<file path="config.mk">
export PLATFORM = sky130hd
export DESIGN_NAME = trig_level_top
export DESIGN_NICKNAME = d
export VERILOG_FILES = /design/src/rtl/trig_level_pkg.sv /design/src/rtl/trig_level_dp.sv /design/src/rtl/trig_level_ctl.sv /design/src/rtl/trig_level_top.sv
export SDC_FILE = /design/constraint.sdc
export NUM_CORES = 1
export LEC_CHECK = 0
export BUFFER_PORTS_ARGS = -buffer_cell sky130_fd_sc_hd__clkbuf_2
export CELL_PAD_IN_SITES_DETAIL_PLACEMENT = 0
export CELL_PAD_IN_SITES_GLOBAL_PLACEMENT = 2
export CORE_UTILIZATION = 34
export DETAILED_ROUTE_END_ITERATION = 6
export GPL_TIMING_DRIVEN = 0
export PLACE_DENSITY = 0.89
export SETUP_SLACK_MARGIN = 0.5
export SLEW_MARGIN = 20
export SYNTH_ARGS = -nofsm -noshare
export SYNTH_HDL_FRONTEND = slang
export SYNTH_HIERARCHICAL = 1
export SYNTH_SLANG_ARGS = --single-unit
export TNS_END_PERCENT = 100
</file>
<file path="constraint.sdc">
create_clock -name clk -period 3.3 [get_ports clk]
set_input_delay 0.165 -clock clk [delete_from_list [all_inputs] [get_ports clk]]
set_output_delay 0.165 -clock clk [all_outputs]
set_load 0.05 [all_outputs]
</file>
<file path="src/rtl/trig_level_pkg.sv">
package trig_level_pkg;

  // Strobes issued by the control to the datapath each cycle.
  typedef struct packed {
    logic captureLevel; // hold a level write that arrived with a sample
    logic loadFresh;    // apply the level being written this cycle
    logic loadPend;     // apply the held level
  } trigCtl_t;

  typedef enum logic {
    ST_DISARMED = 1'b0,
    ST_ARMED    = 1'b1
  } armState_t;

endpackage

</file>
<file path="src/rtl/trig_level_dp.sv">
module trig_level_dp
  import trig_level_pkg::*;
#(
  parameter int SAMPLE_W   = 16,
  parameter int LEVEL_W    = 12,
  parameter int LEVEL_IN_W = 16,
  parameter int HYST       = 20
) (
  input  logic                         clk,
  input  logic                         rstN,
  input  trigCtl_t                     ctl,
  input  logic signed [SAMPLE_W-1:0]   sampleData,
  input  logic signed [LEVEL_IN_W-1:0] levelData,
  input  logic                         slopeFalling,
  output logic                         pendValid,
  output logic                         armZone,
  output logic                         fireZone,
  output logic signed [LEVEL_W-1:0]    levelQ
);

  localparam int SHIFT = SAMPLE_W - LEVEL_W;
  localparam int CMP_W = SAMPLE_W + 2;
  localparam int MAXV  = (2 ** (LEVEL_W - 1)) - 1;
  localparam int MINV  = -(2 ** (LEVEL_W - 1));
  localparam logic signed [CMP_W-1:0] HYST_W = CMP_W'(HYST);

  logic signed [LEVEL_W-1:0] clampVal;
  logic signed [LEVEL_W-1:0] pendQ;
  logic signed [CMP_W-1:0]   thrWide;
  logic signed [CMP_W-1:0]   sampleWide;

  // Saturate the incoming level to the legal signed range.
  generate
    if (LEVEL_IN_W > LEVEL_W) begin : gClamp
      localparam logic signed [LEVEL_IN_W-1:0] IN_MAX = LEVEL_IN_W'(MAXV);
      localparam logic signed [LEVEL_IN_W-1:0] IN_MIN = LEVEL_IN_W'(MINV);
      always_comb begin
        if (levelData > IN_MAX)      clampVal = LEVEL_W'(MAXV);
        else if (levelData < IN_MIN) clampVal = LEVEL_W'(MINV);
        else                         clampVal = levelData[LEVEL_W-1:0];
      end
    end else begin : gNoClamp
      assign clampVal = LEVEL_W'(levelData);
    end
  endgenerate

  always_ff @(posedge clk or negedge rstN) begin
    if (!rstN) begin
      levelQ    <= '0;
      pendQ     <= '0;
      pendValid <= 1'b0;
    end else if (ctl.loadFresh) begin
      levelQ    <= clampVal;
      pendValid <= 1'b0;
    end else if (ctl.loadPend) begin
      levelQ    <= pendQ;
      pendValid <= 1'b0;
    end else if (ctl.captureLevel) begin
      pendQ     <= clampVal;
      pendValid <= 1'b1;
    end
  end

  // Two guard bits keep threshold +/- hysteresis from wrapping.
  assign thrWide    = CMP_W'(levelQ) <<< SHIFT;
  assign sampleWide = CMP_W'(sampleData);

  always_comb begin
    if (slopeFalling) begin
      armZone  = sampleWide >= (thrWide + HYST_W);
      fireZone = sampleWide <= thrWide;
    end else begin
      armZone  = sampleWide <= (thrWide - HYST_W);
      fireZone = sampleWide >= thrWide;
    end
  end

endmodule

</file>
<file path="src/rtl/trig_level_ctl.sv">
module trig_level_ctl
  import trig_level_pkg::*;
(
  input  logic     clk,
  input  logic     rstN,
  input  logic     sampleValid,
  input  logic     levelWrite,
  input  logic     slopeFalling,
  input  logic     trigEnable,
  input  logic     pendValid,
  input  logic     armZone,
  input  logic     fireZone,
  output trigCtl_t ctl,
  output logic     armed,
  output logic     trigOut
);

  armState_t stateQ, stateD;
  logic      slopePrev;
  logic      slopeChange;
  logic      fireHit;
  logic      anyLoad;

  assign slopeChange = slopeFalling ^ slopePrev;

  // Level writes reach the register only on sample-free cycles.
  assign ctl.captureLevel = sampleValid && levelWrite;
  assign ctl.loadFresh    = !sampleValid && levelWrite;
  assign ctl.loadPend     = !sampleValid && !levelWrite && pendValid;
  assign anyLoad          = ctl.loadFresh || ctl.loadPend;

  assign armed   = (stateQ == ST_ARMED);
  assign fireHit = sampleValid && armed && fireZone && !slopeChange;
  assign trigOut = fireHit && trigEnable;

  always_comb begin
    stateD = stateQ;
    if (anyLoad || slopeChange)        stateD = ST_DISARMED;
    else if (fireHit)                  stateD = ST_DISARMED;
    else if (sampleValid && armZone)   stateD = ST_ARMED;
  end

  always_ff @(posedge clk or negedge rstN) begin
    if (!rstN) begin
      stateQ    <= ST_DISARMED;
      slopePrev <= 1'b0;
    end else begin
      stateQ    <= stateD;
      slopePrev <= slopeFalling;
    end
  end

endmodule

</file>
<file path="src/rtl/trig_level_top.sv">
module trig_level_top
  import trig_level_pkg::*;
#(
  parameter int SAMPLE_W   = 16,
  parameter int LEVEL_W    = 12,
  parameter int LEVEL_IN_W = 16,
  parameter int HYST       = 20
) (
  input  logic                         clk,
  input  logic                         rstN,
  input  logic                         sampleValid,
  input  logic signed [SAMPLE_W-1:0]   sampleData,
  input  logic                         levelWrite,
  input  logic signed [LEVEL_IN_W-1:0] levelData,
  input  logic                         slopeFalling,
  input  logic                         trigEnable,
  output logic                         trigOut
);

  trigCtl_t                  ctl;
  logic                      pendValid;
  logic                      armZone;
  logic                      fireZone;
  logic                      armed;
  logic signed [LEVEL_W-1:0] levelQ;

  trig_level_dp #(
    .SAMPLE_W  (SAMPLE_W),
    .LEVEL_W   (LEVEL_W),
    .LEVEL_IN_W(LEVEL_IN_W),
    .HYST      (HYST)
  ) i_dp (
    .clk         (clk),
    .rstN        (rstN),
    .ctl         (ctl),
    .sampleData  (sampleData),
    .levelData   (levelData),
    .slopeFalling(slopeFalling),
    .pendValid   (pendValid),
    .armZone     (armZone),
    .fireZone    (fireZone),
    .levelQ      (levelQ)
  );

  trig_level_ctl i_ctl (
    .clk         (clk),
    .rstN        (rstN),
    .sampleValid (sampleValid),
    .levelWrite  (levelWrite),
    .slopeFalling(slopeFalling),
    .trigEnable  (trigEnable),
    .pendValid   (pendValid),
    .armZone     (armZone),
    .fireZone    (fireZone),
    .ctl         (ctl),
    .armed       (armed),
    .trigOut     (trigOut)
  );

endmodule

</file>
==> results_dict.tcl, run 1 <==
set metrics [dict create \
    ir_drop_uv 187.5 \
    h-tree-depth 1 \
    wl_per_cell_um 13.66 \
    rsz0062_at_grt "true" \
    io_pins 39 \
    relSlewSlack_pct 57.57 \
    synth_top_flop_cell "dfrtp_1" \
    crit_family "simple AND/OR/NAND/NOR gates" \
    setup_violations 0 \
    num-nets-final 448 \
    endpoint_kind "output pin" \
    syn-num-nets 390 \
    tns_ps 0 \
    clock_path_buffers 2 \
    start_util_pct 35.23 \
    first_pass_iters 6 \
    drc 0 \
    setup_ws_ps 238.6 \
    synth_area_leaders "dfrtp_1 (26%), ha_1 (20%), xnor2_1 (6.5%)" \
    placed_area_mm2 0.002919 \
    cp.arrival_ps 2900 \
    via_count 2321 \
    cp_max_fo 4 \
    yosysWarnings 6 \
    antenna_left 0 \
    dieArea_mm2 0.007865 \
    port_buffers 38 \
    final_util_pct 44.63 \
    synth.most_common_cell "ha_1" \
    avgSynthCellArea_um2 8.215 \
    cts.sinks 27 \
    power_density_mw_per_mm2 399.0 \
    num-fill-cells 756 \
    synth-edff-count 0 \
    cts_buffers 3 \
    p_comb_share_pct 52.6 \
    critPathKind "flip-flop to output pin" \
    leakage_nw 1.405 \
    period_share_pct 92.77 \
    synthArstFlopShare_pct 100.0 \
    min_period_ps 3061 \
    dp.cells 448 \
    worstPathCellList "buf_12 -> ha_4 -> or3b_1 -> or4_4 -> o211a_1 -> o22a_1 -> nor2_4 -> nand4_1 -> nor2_2 -> buf_8" \
    cts_tree "yes" \
    dp_hpwl_mm 5.437 \
    switchingPower_mw 0.5126 \
    final_layout_size_suffix_gt1_share_pct 26.90 \
    vias_per_cell 4.970 \
    pre_cts_slack_ps 8.480 \
    hp-class "primary input to flip-flop" \
    fmax_mhz 326.7 \
    grt_start_max_net_pins 28 \
    r2r_start "i_dp/levelQ[2]$_DFFE_PN0N_" \
    chipWidth_um 88.69 \
    worst_clock_skew_ps 2.493 \
    track_usage_pct 17.92 \
    antenna_found_initial 0 \
    cp.required_ps 3130 \
    totalWireLength_mm 6.381 \
    stdcell_count 467 \
    p_sw_share_pct 39.69 \
    max_stage_delay_ps 490 \
    core_mm2 0.007253 \
    ctsRootBufferMaster "clkbuf_8" \
    final_max_slew_viol_count 0 \
    critical_path_buf_inv_count 2 \
    p_int_mw 0.7789 \
    min_from "slopeFalling" \
    place_congestion 0.8359 \
    whs_ps 50.53 \
    antennaDiodeCount 0 \
    syn-instance-count 311 \
    overflow 0 \
    synth_top_cell_area_share_pct 26.44 \
    synthTopCellsByCount "ha_1 (41), dfrtp_1 (27), nor2_1 (27), nand2_1 (26), o21ai_1 (22)" \
    p_total_mw 1.292 \
    clk_latency_ps 260 \
    num_rows 31 \
    seqPwrFrac_pct 33.6 \
    clk_pin_slew_ps 90 \
    ys_ff_latch 27 \
    synth_top_area_cell "dfrtp_1" \
    finalHoldViolations 0 \
    design_area_mm2 0.003237 \
    tightestPinTransition_ps 636.5 \
    synth.yosys.seq_area_share_pct 26.44 \
    layout-area-overhead-vs-synth_pct 26.69 \
    die_y_um 88.69 \
    rrSetupSlack_ps 250 \
    grt_pass1_vias 2340 \
    drt_first_iter_violations 87 \
    grt_pass1_wl_mm 10.90 \
    cp-startpoint "i_dp/levelQ[0]$_DFFE_PN0N_" \
    drv_cap 0 \
    start_kind "flip-flop" \
    clockPowerShare_pct 13.8 \
    run_status "finished clean" \
    synth_area_mm2 0.002555 \
    critPathSlowestCell "or4_4" \
    synth_cell_type_count 49 \
]
-- power groups by stage --
stage / clock network [mW] / logic (mW) / registers (mW)
2_1_floorplan: 0 / 0.417 / 0.436
3_3_place_gp: 0 / 0.565 / 0.449
3_5_place_dp: 0 / 0.575 / 0.449
4_1_cts: 0.187 / 0.666 / 0.436
5_1_grt: 0.196 / 0.771 / 0.444
6_report: 0.178 / 0.679 / 0.434
-- layer usage --
metal  part of all wire (%)  GRT usage (%)  vias up
li1                       -              -     1244
met1                     48          23.02     1020
met2                     47          31.40       49
met3                    3.1          1.399        8
met4                    1.9          6.598        0
met5                      0              0        -
-- final cells by class --
cell class	instances	area [um2]	share of cell area [%]
plain buffers	12	62.56	1.933
clock buffers	3	41.29	1.276
clock inverters	1	5.005	0.1546
inverters	20	75.07	2.319
multi-input cells	252	1918	59.26
flip-flops and latches	27	683.2	21.11
well taps	99	123.9	3.827
repair buffers	53	327.8	10.13
-- worst paths after layout --
path	to	cells past startpoint
max	trigOut	10
min	i_ctl/slopePrev$_DFF_PN0_	1
max reg2reg	i_ctl/armed$_DFFE_PN0P_	14
min reg2reg	i_dp/pendQ[1]$_DFFE_PN0P_	2
max in group asynchronous	i_dp/levelQ[4]$_DFFE_PN0N_	2
min in group asynchronous	i_dp/pendValid$_DFFE_PN0P_	2
-- cells in the final DEF, fill, tap and decap left out, types with 2 or more instances in the layout --
master / synthesis / final
a211oi_1: 16 / 14
a211oi_2: 1 / 3
a21oi_1: 20 / 19
and2b_1: 2 / 2
buf_4: 1 / 14
clkbuf_1: 10 / 8
clkbuf_2: 0 / 37
clkbuf_8: 0 / 4
dfrtp_1: 27 / 21
dfrtp_2: 0 / 6
ha_1: 41 / 37
ha_4: 0 / 3
inv_1: 15 / 15
inv_2: 5 / 5
nand2_1: 26 / 23
nand2_2: 0 / 3
nand3_1: 9 / 8
nand4_1: 10 / 10
nand4bb_1: 2 / 2
nor2_1: 27 / 24
nor2_4: 0 / 2
nor2b_1: 2 / 2
nor3_1: 10 / 6
nor3_2: 0 / 3
nor4_1: 4 / 2
nor4_4: 0 / 2
o21ai_0: 10 / 10
o21ai_1: 22 / 21
o21bai_1: 2 / 2
o31ai_1: 2 / 2
or3_1: 2 / 2
xnor2_1: 19 / 17
xnor2_2: 0 / 2
-- what timing repair did --
| action | 4_1_cts | 5_1_grt |
|---|---|---|
| pin swaps | 13 | 7 |
| buffers inserted | 12 | 2 |
| resized for setup | 30 | 3 |
| endpoints found under the setup margin | 2 | 2 |
| hold buffers | 1 | 0 |
| endpoints found under the hold margin | 27 | 0 |
-- sequential cells by signal, indices dropped and copies added (netlist names) --
register         count
i_ctl/slopePrev      1
i_ctl/armed          1
i_dp/pendValid       1
i_dp/levelQ         12
i_dp/pendQ          12
-- logic make-up after synthesis --
family,Yosys count,synth area share (%)
xor gates and xnor gates,20,6.856
buffers and inverters,32,4.848
DFF,27,26.44
and+or+nand+nor,106,21.21
muxes,2,0.8325
adders and majority gates,41,20.08
AOI/OAI and AO/OA,83,19.74
-- worst reg2reg max path: cells and delay by family, from the launching register on --
kind	cells	cell delay (ps)
adder cells (fa/ha/maj)	2	560
AND/OR/NAND/NOR	6	1160
flip-flops	1	450
buffers and inverters	1	160
XOR/XNOR	1	110
AO/OA/AOI/OAI	4	500
Power figures use the tool's default switching activity.
==> inputs of run 2 (changes only) <==
--- a/config.mk
+++ b/config.mk
@@ -8,7 +8,9 @@
 export BUFFER_PORTS_ARGS = -buffer_cell sky130_fd_sc_hd__clkbuf_2
 export CELL_PAD_IN_SITES_DETAIL_PLACEMENT = 0
 export CELL_PAD_IN_SITES_GLOBAL_PLACEMENT = 2
+export CORE_MARGIN = 4
 export CORE_UTILIZATION = 34
+export CTS_CLUSTER_DIAMETER = 120
 export DETAILED_ROUTE_END_ITERATION = 6
 export GPL_TIMING_DRIVEN = 0
 export PLACE_DENSITY = 0.89
==> run 2 against run 1 <==
Sequential power barely moved. Total power fell by 0.34%. First-iteration DRC count fell by 1.1%. Clock skew barely moved. Core utilization fell by 0.72 points. Non-clock buffer count rose by 3. Wire length rose by 3.5%. Die area rose by 14%. Critical endpoint is now i_ctl/armed$_DFFE_PN0P_. Largest cell class unchanged. Largest power group unchanged.
==> results_dict.tcl, run 2 (synthesized netlist as in run 1, its figures left out) <==
set metrics [dict create \
    rsz0062_at_grt "true" \
    globalRouteMet2Util_pct 26.54 \
    use_met3_pct 1.753 \
    run_status "finished clean" \
    switchingPower_mw 0.5118 \
    vias_per_cell 5.053 \
    core_mm2 0.007292 \
    port_buffers 38 \
    min_period_ps 3028 \
    p_sw_share_pct 39.76 \
    ir_drop_uv 189.1 \
    place_congestion 0.7908 \
    cp.required_ps 3480 \
    grt_use_met1_pct 20.57 \
    antenna_found_initial 0 \
    setup_ws_ps 272.4 \
    cts_tree "yes" \
    cts_buffers 3 \
    antenna_left 0 \
    start_util_pct 35.04 \
    clockPowerShare_pct 14.1 \
    whs_ps 51.25 \
    clock_path_buffers 2 \
    drv_cap 0 \
    critPathKind "flip-flop to flip-flop" \
    whs_path_depth 1 \
    seqPwrFrac_pct 33.8 \
    pre_cts_slack_ps -40.20 \
    cts.sinks 27 \
    grt_pass1_wl_mm 11.29 \
    cp-startpoint "i_dp/levelQ[0]$_DFFE_PN0N_" \
    r2r_start "i_dp/levelQ[0]$_DFFE_PN0N_" \
    relSlewSlack_pct 57.38 \
    num-nets-final 451 \
    p_total_mw 1.287 \
    endpoint_kind "flip-flop" \
    chipWidth_um 94.69 \
    r2r.worst_path.cells 14 \
    antennaDiodeCount 0 \
    via_count 2375 \
    dp_hpwl_mm 5.567 \
    layout-area-overhead-vs-synth_pct 25.32 \
    drc 0 \
    clk_latency_ps 260 \
    p_comb_share_pct 52.1 \
    num_rows 31 \
    wl_per_cell_um 14.05 \
    rrSetupSlack_ps 270 \
    drt_first_iter_violations 86 \
    reg_top3 "i_dp/levelQ (12), i_dp/pendQ (12)" \
    track_usage_pct 15.63 \
    power_density_mw_per_mm2 402.0 \
    leakage_nw 1.396 \
    layout_commonest_cell "ha_1" \
    grt_pass1_vias 2481 \
    crit_end "i_ctl/armed$_DFFE_PN0P_" \
    overflow 0 \
    dieArea_mm2 0.008965 \
    hp-class "primary input to flip-flop" \
    clk_pin_slew_ps 90 \
    period_share_pct 91.75 \
    final_max_slew_viol_count 0 \
    worst_clock_skew_ps 2.185 \
    tightestPinTransition_ps 639.3 \
    totalWireLength_mm 6.602 \
    h-tree-depth 1 \
    final_layout_size_suffix_gt1_share_pct 26.68 \
    r2r-end "i_ctl/armed$_DFFE_PN0P_" \
    first_pass_iters 4 \
    cp.arrival_ps 3210 \
    fmax_mhz 330.3 \
    num-fill-cells 801 \
    top_usage_layer "met2" \
    final_util_pct 43.91 \
    grt_start_max_net_pins 28 \
    setup_violations 0 \
    cp_max_fo 4 \
    finalHoldViolations 0 \
    start_kind "flip-flop" \
    final_cell_mix "ha_1 (39), clkbuf_2 (37), nor2_1 (24)" \
    io_pins 39 \
    p_int_mw 0.7754 \
    ctsRootBufferMaster "clkbuf_8" \
    die_y_um 94.69 \
]
## run 2: changes by cell type in the layout (fill, tap and decap cells not counted), sizes merged
cell and delta:
clkbuf -1, buf +4, clkinvlp +1, clkinv -1
## run 2: worst min-delay path by stage
stage	from	slack, ps	end
after global routing	slopeFalling	40	i_ctl/slopePrev$_DFF_PN0_
final	slopeFalling	50	i_ctl/slopePrev$_DFF_PN0_
after CTS	slopeFalling	40	i_ctl/slopePrev$_DFF_PN0_
after global placement	rstN	220	i_dp/pendValid$_DFFE_PN0P_
after detailed placement	rstN	220	i_ctl/slopePrev$_DFF_PN0_
after floorplan	rstN	-130	i_ctl/armed$_DFFE_PN0P_
## run 2: worst max-delay path, stage by stage (launching register included)
cell and delay, ps:
dfrtp_2 440, ha_2 230, nand2_2 110, nor2_4 140, nand3_2 90, xnor2_1 140
ha_1 300, a211oi_2 230, o21ai_1 90, a21o_1 170, or4_1 410, nand4_1 170
and2b_1 160, o21ai_2 50, a211oi_2 210
## run 2: area by class of cell
type | instances | area [um2] | area share (%)
multi-input cells | 252 | 1871 | 58.42
plain buffers | 12 | 62.56 | 1.954
clock inverters | 1 | 7.507 | 0.2345
inverters | 20 | 75.07 | 2.345
flip-flops and latches | 27 | 683.2 | 21.34
clock buffers | 3 | 41.29 | 1.290
repair buffers | 56 | 337.8 | 10.55
well taps | 99 | 123.9 | 3.869
## run 2: what timing repair did
action	in CTS	in global routing
setup endpoints to repair	2	2
pin swaps	12	3
hold buffers	1	0
buffers inserted	16	1
hold endpoints to repair	27	0
gates resized for setup	24	6
## run 2: through the flow
step                std cells  cell area [um2]  TNS [ps]
global route              470             3202         0
detailed placement        448             2919    -40.20
global placement          448             2919    -53.73
floorplan                 311             2605         0
finish                    470             3202         0
CTS                       469             3184         0
## run 2: metal layers
| metal | wire length, um | up-vias |
|---|---|---|
| met5 | 0 | - |
| met4 | 152 | 0 |
| met3 | 236 | 13 |
| met2 | 3061 | 50 |
| met1 | 3152 | 1058 |
| li1 | - | 1254 |
## run 2: power by group through the flow
stage | Sequential, mW | Combinational [mW] | Clock, mW
2_1_floorplan | 0.436 | 0.417 | 0
3_3_place_gp | 0.448 | 0.564 | 0
3_5_place_dp | 0.450 | 0.575 | 0
4_1_cts | 0.436 | 0.662 | 0.190
5_1_grt | 0.445 | 0.762 | 0.202
6_report | 0.436 | 0.671 | 0.181
